### config.mk
export PLATFORM = sky130hd
export DESIGN_NAME = sr_seq
export DESIGN_NICKNAME = d
export VERILOG_FILES = /design/src/rtl/sr_seq_pkg.sv /design/src/rtl/sr_cmd_decode.sv /design/src/rtl/sr_down_timer.sv /design/src/rtl/sr_seq.sv
export SDC_FILE = /design/constraint.sdc
export NUM_CORES = 1
export LEC_CHECK = 0
export BUFFER_PORTS_ARGS = -buffer_cell sky130_fd_sc_hd__buf_2
export CAP_MARGIN = 15
export CORE_AREA = 2 2 73 75
export CTS_BUF_LIST = sky130_fd_sc_hd__clkbuf_4 sky130_fd_sc_hd__clkbuf_8
export CTS_CLUSTER_DIAMETER = 150
export DETAILED_ROUTE_END_ITERATION = 12
export DIE_AREA = 0 0 75 77
export PLACE_DENSITY_LB_ADDON = 0.25
export SLEW_MARGIN = 20
export SYNTH_ARGS = -nofsm -noshare
export SYNTH_HDL_FRONTEND = slang
export SYNTH_SLANG_ARGS = --single-unit
### constraint.sdc
create_clock -name clk -period 2.2 [get_ports clk]
set_input_delay 0.44 -clock clk [delete_from_list [all_inputs] [get_ports clk]]
set_output_delay 0.44 -clock clk [all_outputs]
set_load 0.01 [all_outputs]
### src/rtl/sr_seq_pkg.sv
package sr_seq_pkg;

  typedef enum logic [1:0] {
    ST_IDLE = 2'd0,
    ST_RUN  = 2'd1,
    ST_PEND = 2'd2,
    ST_SUSP = 2'd3
  } sr_state_e;

  // microseconds to clock ticks
  function automatic int unsigned us_ticks(input int unsigned us, input int unsigned per_us);
    return us * per_us;
  endfunction

  // milliseconds to clock ticks
  function automatic int unsigned ms_ticks(input int unsigned ms, input int unsigned per_ms);
    return ms * per_ms;
  endfunction

  // bits needed to hold 0..v, never less than one
  function automatic int unsigned cnt_bits(input int unsigned v);
    return (v < 2) ? 1 : $clog2(v + 1);
  endfunction

  function automatic int unsigned max2(input int unsigned a, input int unsigned b);
    return (a > b) ? a : b;
  endfunction

endpackage

### src/rtl/sr_cmd_decode.sv
module sr_cmd_decode (
  input  logic       cmd_valid,
  input  logic [7:0] cmd_code,
  output logic       go_prog,
  output logic       go_erase,
  output logic       sus_req,
  output logic       res_req
);

  always_comb begin
    go_prog  = 1'b0;
    go_erase = 1'b0;
    sus_req  = 1'b0;
    res_req  = 1'b0;
    if (cmd_valid) begin
      unique case (cmd_code)
        8'h02:                                    go_prog  = 1'b1;
        8'h81, 8'h20, 8'h52, 8'hD8, 8'h60, 8'hC7: go_erase = 1'b1;
        8'h75, 8'hB0:                             sus_req  = 1'b1;
        8'h7A, 8'h30:                             res_req  = 1'b1;
        default: ;
      endcase
    end
  end

endmodule

### src/rtl/sr_down_timer.sv
module sr_down_timer #(
  parameter int unsigned W = 8
) (
  input  logic         clk,
  input  logic         rst_n,
  input  logic         load,
  input  logic [W-1:0] load_val,
  input  logic         dec,
  output logic [W-1:0] count
);

  always_ff @(posedge clk or negedge rst_n) begin
    if (!rst_n)                      count <= '0;
    else if (load)                   count <= load_val;
    else if (dec && count != '0)     count <= count - W'(1);
  end

endmodule

### src/rtl/sr_seq.sv
module sr_seq
  import sr_seq_pkg::*;
#(
  parameter int unsigned TICKS_PER_US = 100,
  parameter int unsigned TICKS_PER_MS = 100000,
  parameter int unsigned PROG_MS      = 2,
  parameter int unsigned ERASE_MS     = 16,
  parameter int unsigned SUS_ENTRY_US = 20,
  parameter int unsigned SUS_MAX_US   = 30,
  parameter int unsigned RES_GAP_US   = 20
) (
  input  logic       clk,
  input  logic       rst_n,
  input  logic       cmd_valid,
  input  logic [7:0] cmd_code,
  input  logic       fault,
  output logic       wip,
  output logic       sus,
  output logic       ep_fail
);

  localparam int unsigned PROG_TICKS  = ms_ticks(PROG_MS, TICKS_PER_MS);
  localparam int unsigned ERASE_TICKS = ms_ticks(ERASE_MS, TICKS_PER_MS);
  localparam int unsigned ENTRY_TICKS = us_ticks(SUS_ENTRY_US, TICKS_PER_US);
  localparam int unsigned MAX_TICKS   = us_ticks(SUS_MAX_US, TICKS_PER_US);
  localparam int unsigned GAP_TICKS   = us_ticks(RES_GAP_US, TICKS_PER_US);
  localparam int unsigned DW = cnt_bits(max2(PROG_TICKS, ERASE_TICKS));
  localparam int unsigned LW = cnt_bits(ENTRY_TICKS);
  localparam int unsigned GW = cnt_bits(GAP_TICKS);
  localparam int unsigned PW = cnt_bits(MAX_TICKS);

  // decoded command events
  logic go_prog, go_erase, sus_req, res_req;

  sr_cmd_decode u_dec (
    .cmd_valid (cmd_valid),
    .cmd_code  (cmd_code),
    .go_prog   (go_prog),
    .go_erase  (go_erase),
    .sus_req   (sus_req),
    .res_req   (res_req)
  );

  sr_state_e state, state_nx;
  logic [DW-1:0] rem_cnt;
  logic [LW-1:0] lat_cnt;
  logic [GW-1:0] gap_cnt;

  // named internal events
  logic start_go, fault_hit, sus_take, res_take, run_tick, lat_tick, op_done, pend_done, gap_open;

  assign gap_open  = (gap_cnt == '0);
  assign start_go  = (state == ST_IDLE) && (go_prog || go_erase);
  assign fault_hit = fault && (state != ST_IDLE);
  assign sus_take  = (state == ST_RUN) && sus_req && gap_open && !fault_hit;
  assign res_take  = (state == ST_SUSP) && res_req && !fault_hit;
  assign run_tick  = (state == ST_RUN) && !sus_take && !fault_hit;
  assign op_done   = run_tick && (rem_cnt == DW'(1));
  assign lat_tick  = (state == ST_PEND) && !fault_hit;
  assign pend_done = lat_tick && (lat_cnt == LW'(1));

  // remaining operation time
  sr_down_timer #(.W(DW)) u_rem (
    .clk      (clk),
    .rst_n    (rst_n),
    .load     (start_go),
    .load_val (go_prog ? DW'(PROG_TICKS) : DW'(ERASE_TICKS)),
    .dec      (run_tick),
    .count    (rem_cnt)
  );

  // suspend entry latency
  sr_down_timer #(.W(LW)) u_lat (
    .clk      (clk),
    .rst_n    (rst_n),
    .load     (sus_take),
    .load_val (LW'(ENTRY_TICKS)),
    .dec      (lat_tick),
    .count    (lat_cnt)
  );

  // minimum running time after resume before suspend is honoured
  sr_down_timer #(.W(GW)) u_gap (
    .clk      (clk),
    .rst_n    (rst_n),
    .load     (start_go || res_take),
    .load_val (res_take ? GW'(GAP_TICKS) : '0),
    .dec      (run_tick),
    .count    (gap_cnt)
  );

  always_comb begin
    state_nx = state;
    if (fault_hit) state_nx = ST_IDLE;
    else begin
      unique case (state)
        ST_IDLE: if (start_go) state_nx = ST_RUN;
        ST_RUN:  if (sus_take) state_nx = ST_PEND;
                 else if (op_done) state_nx = ST_IDLE;
        ST_PEND: if (pend_done) state_nx = ST_SUSP;
        ST_SUSP: if (res_take) state_nx = ST_RUN;
        default: state_nx = ST_IDLE;
      endcase
    end
  end

  always_ff @(posedge clk or negedge rst_n) begin
    if (!rst_n) state <= ST_IDLE;
    else        state <= state_nx;
  end

  always_ff @(posedge clk or negedge rst_n) begin
    if (!rst_n)         ep_fail <= 1'b0;
    else if (fault_hit) ep_fail <= 1'b1;
    else if (start_go)  ep_fail <= 1'b0;
  end

  assign wip = (state == ST_RUN) || (state == ST_PEND);
  assign sus = (state == ST_SUSP);

  // ---------------- checking logic ----------------
  logic [PW-1:0] pend_age;
  logic [GW-1:0] run_since_res;

  always_ff @(posedge clk or negedge rst_n) begin
    if (!rst_n) pend_age <= '0;
    else if (sus_take) pend_age <= '0;
    else if (state == ST_PEND && pend_age != PW'(MAX_TICKS)) pend_age <= pend_age + PW'(1);
  end

  always_ff @(posedge clk or negedge rst_n) begin
    if (!rst_n) run_since_res <= GW'(GAP_TICKS);
    else if (start_go) run_since_res <= GW'(GAP_TICKS);
    else if (res_take) run_since_res <= '0;
    else if (run_tick && run_since_res != GW'(GAP_TICKS)) run_since_res <= run_since_res + GW'(1);
  end

  assert_entry_bound_R4: assert property (@(posedge clk) disable iff (!rst_n)
    (state == ST_PEND) |-> (pend_age < PW'(MAX_TICKS)));

  assert_resume_gap_R5: assert property (@(posedge clk) disable iff (!rst_n)
    sus_take |-> (run_since_res >= GW'(GAP_TICKS)));

  assert_time_held_R6: assert property (@(posedge clk) disable iff (!rst_n)
    (state == ST_SUSP) |=> $stable(rem_cnt));

  assert_fail_cause_R8: assert property (@(posedge clk) disable iff (!rst_n)
    $rose(ep_fail) |-> $past(fault));

  assert_fail_clear_R9: assert property (@(posedge clk) disable iff (!rst_n)
    start_go |=> !ep_fail);

  assert_exclusive_flags_R4: assert property (@(posedge clk) disable iff (!rst_n)
    $rose(sus) |-> $past(state == ST_PEND));

endmodule

==> metrics.md <==
| Metric | Value |
|---|---|
| Crit Path Max Fanout | 3 |
| Clock Power Share | 16.0% |
| Clk_lat worst skew | 0.30 ns |
| Fill cells | 391 |
| Fraction of layout cells with a size suffix above 1 | 29.0% |
| Site Rows | 26 |
| Vias in the first global route | approximately 2,400 |
| Sw Share | between 30% and 40% |
| GR Layer Usage met3 | between 4 and 5% |
| Fin. Hold Viols | 0 |
| Hold_ws | 0.512 ns |
| GRT met2 Usage | 38.9% |
| Layout Skew | 0.00498 ns |
| Yosys warns | 0 |
| Largest net degree at the start of global routing | 23 |
| Starting Density | a little under three fifths |
| WS Path Type | flop to flop |
| Register bit total from synthesis | 46 |
| CTS HTree Levels | 2 |
| Router iterations before antenna repair | 4 |
| Tcrit/Tclk final | 111% |
| Setup ws final | -0.245 ns |
| Post-route minimum period | 2.44 ns |
| NetSw | roughly 1.3 mW |
| Detailed Place HPWL | 4.48 mm |
| Maximum capacitance violations | 0 |
| Startpoint Class | flop |
| Final ANT Viol Nets | 0 |
| Slowest CP cell | or4_4 |
| Ant. Diodes | 0 |
| Worst R2R Path Depth | 6 |
| Setup-failing EPs final | 20 |
| CTS tree | built |
| Post-Synthesis Cell Area | 2770 sq um |
| Crit-path max cell delay | 0.52 ns |
| Post-synthesis sequential area ratio | 41.5% |
| Clk buf depth | 2 |
| Worst-path cell chain | or4_4 > or3_4 > or3b_1 > a32o_1 > a211oi_2 > mux2i_1 |
| Top-Level Pins | 15 |
| GRT Util Overall | a little under a quarter |
| CTS sink count | 46 |
| Final net count | 383 |
| DIE AREA | 5780 sq um |
| Failing checks | setup timing |
| Global routing's busiest layer | met2 |
| CP endpoint | state[0]$_DFFE_PN0P_ |
| CP startpoint | u_lat.count[8]$_DFFE_PN0P_ |
| Detailed Route WL | 6.20 mm |
| Via count | about 2,400 |
| Worst Path Arrival | 2.67 ns |
| R2R Setup Slk | -0.24 ns |
| Post-synth EDFFs | 0 |
| Slew @ Worst Pin | 0.422 ns |
| Worst setup EP type | flop |
| Worst Hold Class | input port to async pin |
| DRC Markers | 0 |
| Grt total ovfl | 0 |
| Worst slack, placed | -0.244 ns |
| CTS root buffer | clkbuf_8 |
| Port bufs | 14 |
| Clk slew on worst S/H paths | 0.08 ns |
| Post-Synthesis Cells | around 300 |
| Slew Viols, Final | 0 |
| Worst r2r dst | state[0]$_DFFE_PN0P_ |
| Die height | 77 microns |
| GP Congestion | 0.863 |
| Ys async rst share | 100% |
| Netlist cell types | 51 |
| Slew headroom | between 70 and 80% |
| Worst EP required | 2.42 ns |
| Initial DRC Count | 112 |
| Initial antenna violation count | 0 |
| Core region area | 4980 sq um |
| Syn avg cell area | approximately 9.4 sq um |
| First-pass GRT wire length | between 10 and 15 mm |
| RR Startpoint | u_lat.count[8]$_DFFE_PN0P_ |
| Peak supply drop | 778 uV |
| Mapped Nets | 318 |
| Outcome | complete, but fails checks |
| Top FF cell, synth | dfrtp_1 |
| RSZ-0062 raised after global routing | yes |
| Mean number of vias per cell | between 5 and 6 |
| Cell Int Power | ~2.2 mW |
| Routed length per instance | about 14 microns |
| GR Layer Usage met1 | 32.1% |
| P_leak | 1.57 nW |
| Combinational Power Share | 43.5% |
| Num CTS Buffers | 5 |
| Power density cells | 980 nW/um^2 |
| Sequential power share | 40.5% |
| Max Fclk | roughly 0.4 GHz |
| Layout area overhead | 26.8% |
| Die Wd | approximately 75 microns |
| Setup TNS | -1.72 ns |
-- cell usage after synthesis (all sizes together), types with 3 or more instances --
cell type | count | share of area, %
o21ai | 16 | 2.9
clkbuf | 8 | 1.1
dfrtp | 46 | 42
inv | 10 | 1.4
nand4b | 5 | 1.6
a21oi | 11 | 2.1
nand2 | 19 | 2.6
nor4 | 9 | 2.0
mux2i | 4 | 1.4
xnor2 | 14 | 4.4
or2 | 3 | 0.68
a211oi | 3 | 1.2
and2 | 5 | 1.2
nor3 | 18 | 3.3
nor2 | 28 | 3.8
nand3 | 11 | 2.0
or3 | 7 | 1.8
nand4 | 8 | 2.0
xor2 | 19 | 6.0
ha | 10 | 4.5
or4 | 3 | 0.95
buf | 3 | 0.95
o211ai | 5 | 1.4
a22oi | 3 | 0.81
nor4b | 4 | 1.3
-- registers in the layout (all words and copies together) (netlist names) --
name / count
u_gap.count: 11
u_rem.count: 21
ep_fail: 1
u_lat.count: 11
state: 2
-- per-stage QoR --
step | instance area (sq um) | cells | total power [mW] | util, %
6_report | 3510 | 432 | 3.44 | 70.6
5_1_grt | 3510 | 432 | 3.70 | 70.6
4_1_cts | 3430 | 429 | 3.39 | 68.9
3_5_place_dp | 3240 | 418 | 2.75 | 65.2
3_3_place_gp | 3240 | 418 | 2.70 | 65.2
2_1_floorplan | 2780 | 296 | 2.28 | -
-- power groups by stage --
| stage | Clock, mW | Sequential [mW] | Combinational (mW) |
|---|---|---|---|
| 2_1_floorplan | 0 | 1.37 | 0.915 |
| 3_3_place_gp | 0 | 1.38 | 1.32 |
| 3_5_place_dp | 0 | 1.38 | 1.37 |
| 4_1_cts | 0.566 | 1.38 | 1.45 |
| 5_1_grt | 0.596 | 1.43 | 1.68 |
| 6_report | 0.551 | 1.39 | 1.50 |
-- how the worst min path moves through the flow --
| stage | slack, ns | endpoint | startpoint | cells past startpoint |
|---|---|---|---|---|
| after floorplan | 0.14 | ep_fail$_DFFE_PN0P_ | rst_n | 0 |
| after detailed placement | 0.31 | u_rem.count[17]$_DFFE_PN0P_ | rst_n | 1 |
| after global routing | 0.52 | state[0]$_DFFE_PN0P_ | fault | 4 |
| after global placement | 0.31 | u_rem.count[17]$_DFFE_PN0P_ | rst_n | 1 |
| after CTS | 0.46 | ep_fail$_DFFE_PN0P_ | fault | 3 |
| final | 0.51 | u_rem.count[17]$_DFFE_PN0P_ | rst_n | 2 |
-- layer usage --
metal,share of wire [%],routed length (microns)
met2,50,3100
met1,45,2800
met3,3.5,217
met4,1.2,77
met5,0,0
-- cell type report --
cell class              count  area, sq um  area share [%]
clock buffers               7         90.1            2.56
flip-flops and latches     46         1150            32.8
multi-input cells         229         1640            46.5
well taps                  70         87.6            2.49
clock inverters             1         5.00           0.142
repair buffers             69          508            14.5
inverters                  10         37.5            1.07
-- kinds of logic (layout without fill, tap and decap cells) --
logic type               Yosys count  after routing  share of synthesized area (%)
AND/OR/NAND/NOR                  137            137                           28.2
XOR/XNOR                          33             33                           10.4
AO/OA/AOI/OAI                     45             45                           10.5
multiplexers                       4              4                           1.44
buffers and inverters             21             87                           3.39
flip-flops                        46             46                           41.5
adder cells (fa/ha/maj)           10             10                           4.51
-- cell usage in the layout, fill, tap and decap left out, drive strengths merged, types with 9 or more instances in the layout --
master and count:
a21oi 11, buf 68, dfrtp 46, ha 10
inv 10, nand2 19, nand3 11, nor2 28
nor3 18, nor4 9, o21ai 16, xnor2 14
xor2 19
-- worst max-delay path, delay by kind of cell (launching register included) --
family	cells	cell delay, ns
AO/OA/AOI/OAI	2	0.45
multiplexers	1	0.23
flip-flops	1	0.40
AND/OR/NAND/NOR	3	1.29
-- timing repair --
item	4_1_cts	5_1_grt
buffers inserted	2	3
gates resized for setup	14	13
endpoints found under the hold margin	8	0
pin swaps	23	19
setup endpoints to repair	24	28
hold buffers	1	0
(Power assumes the default switching activity.)
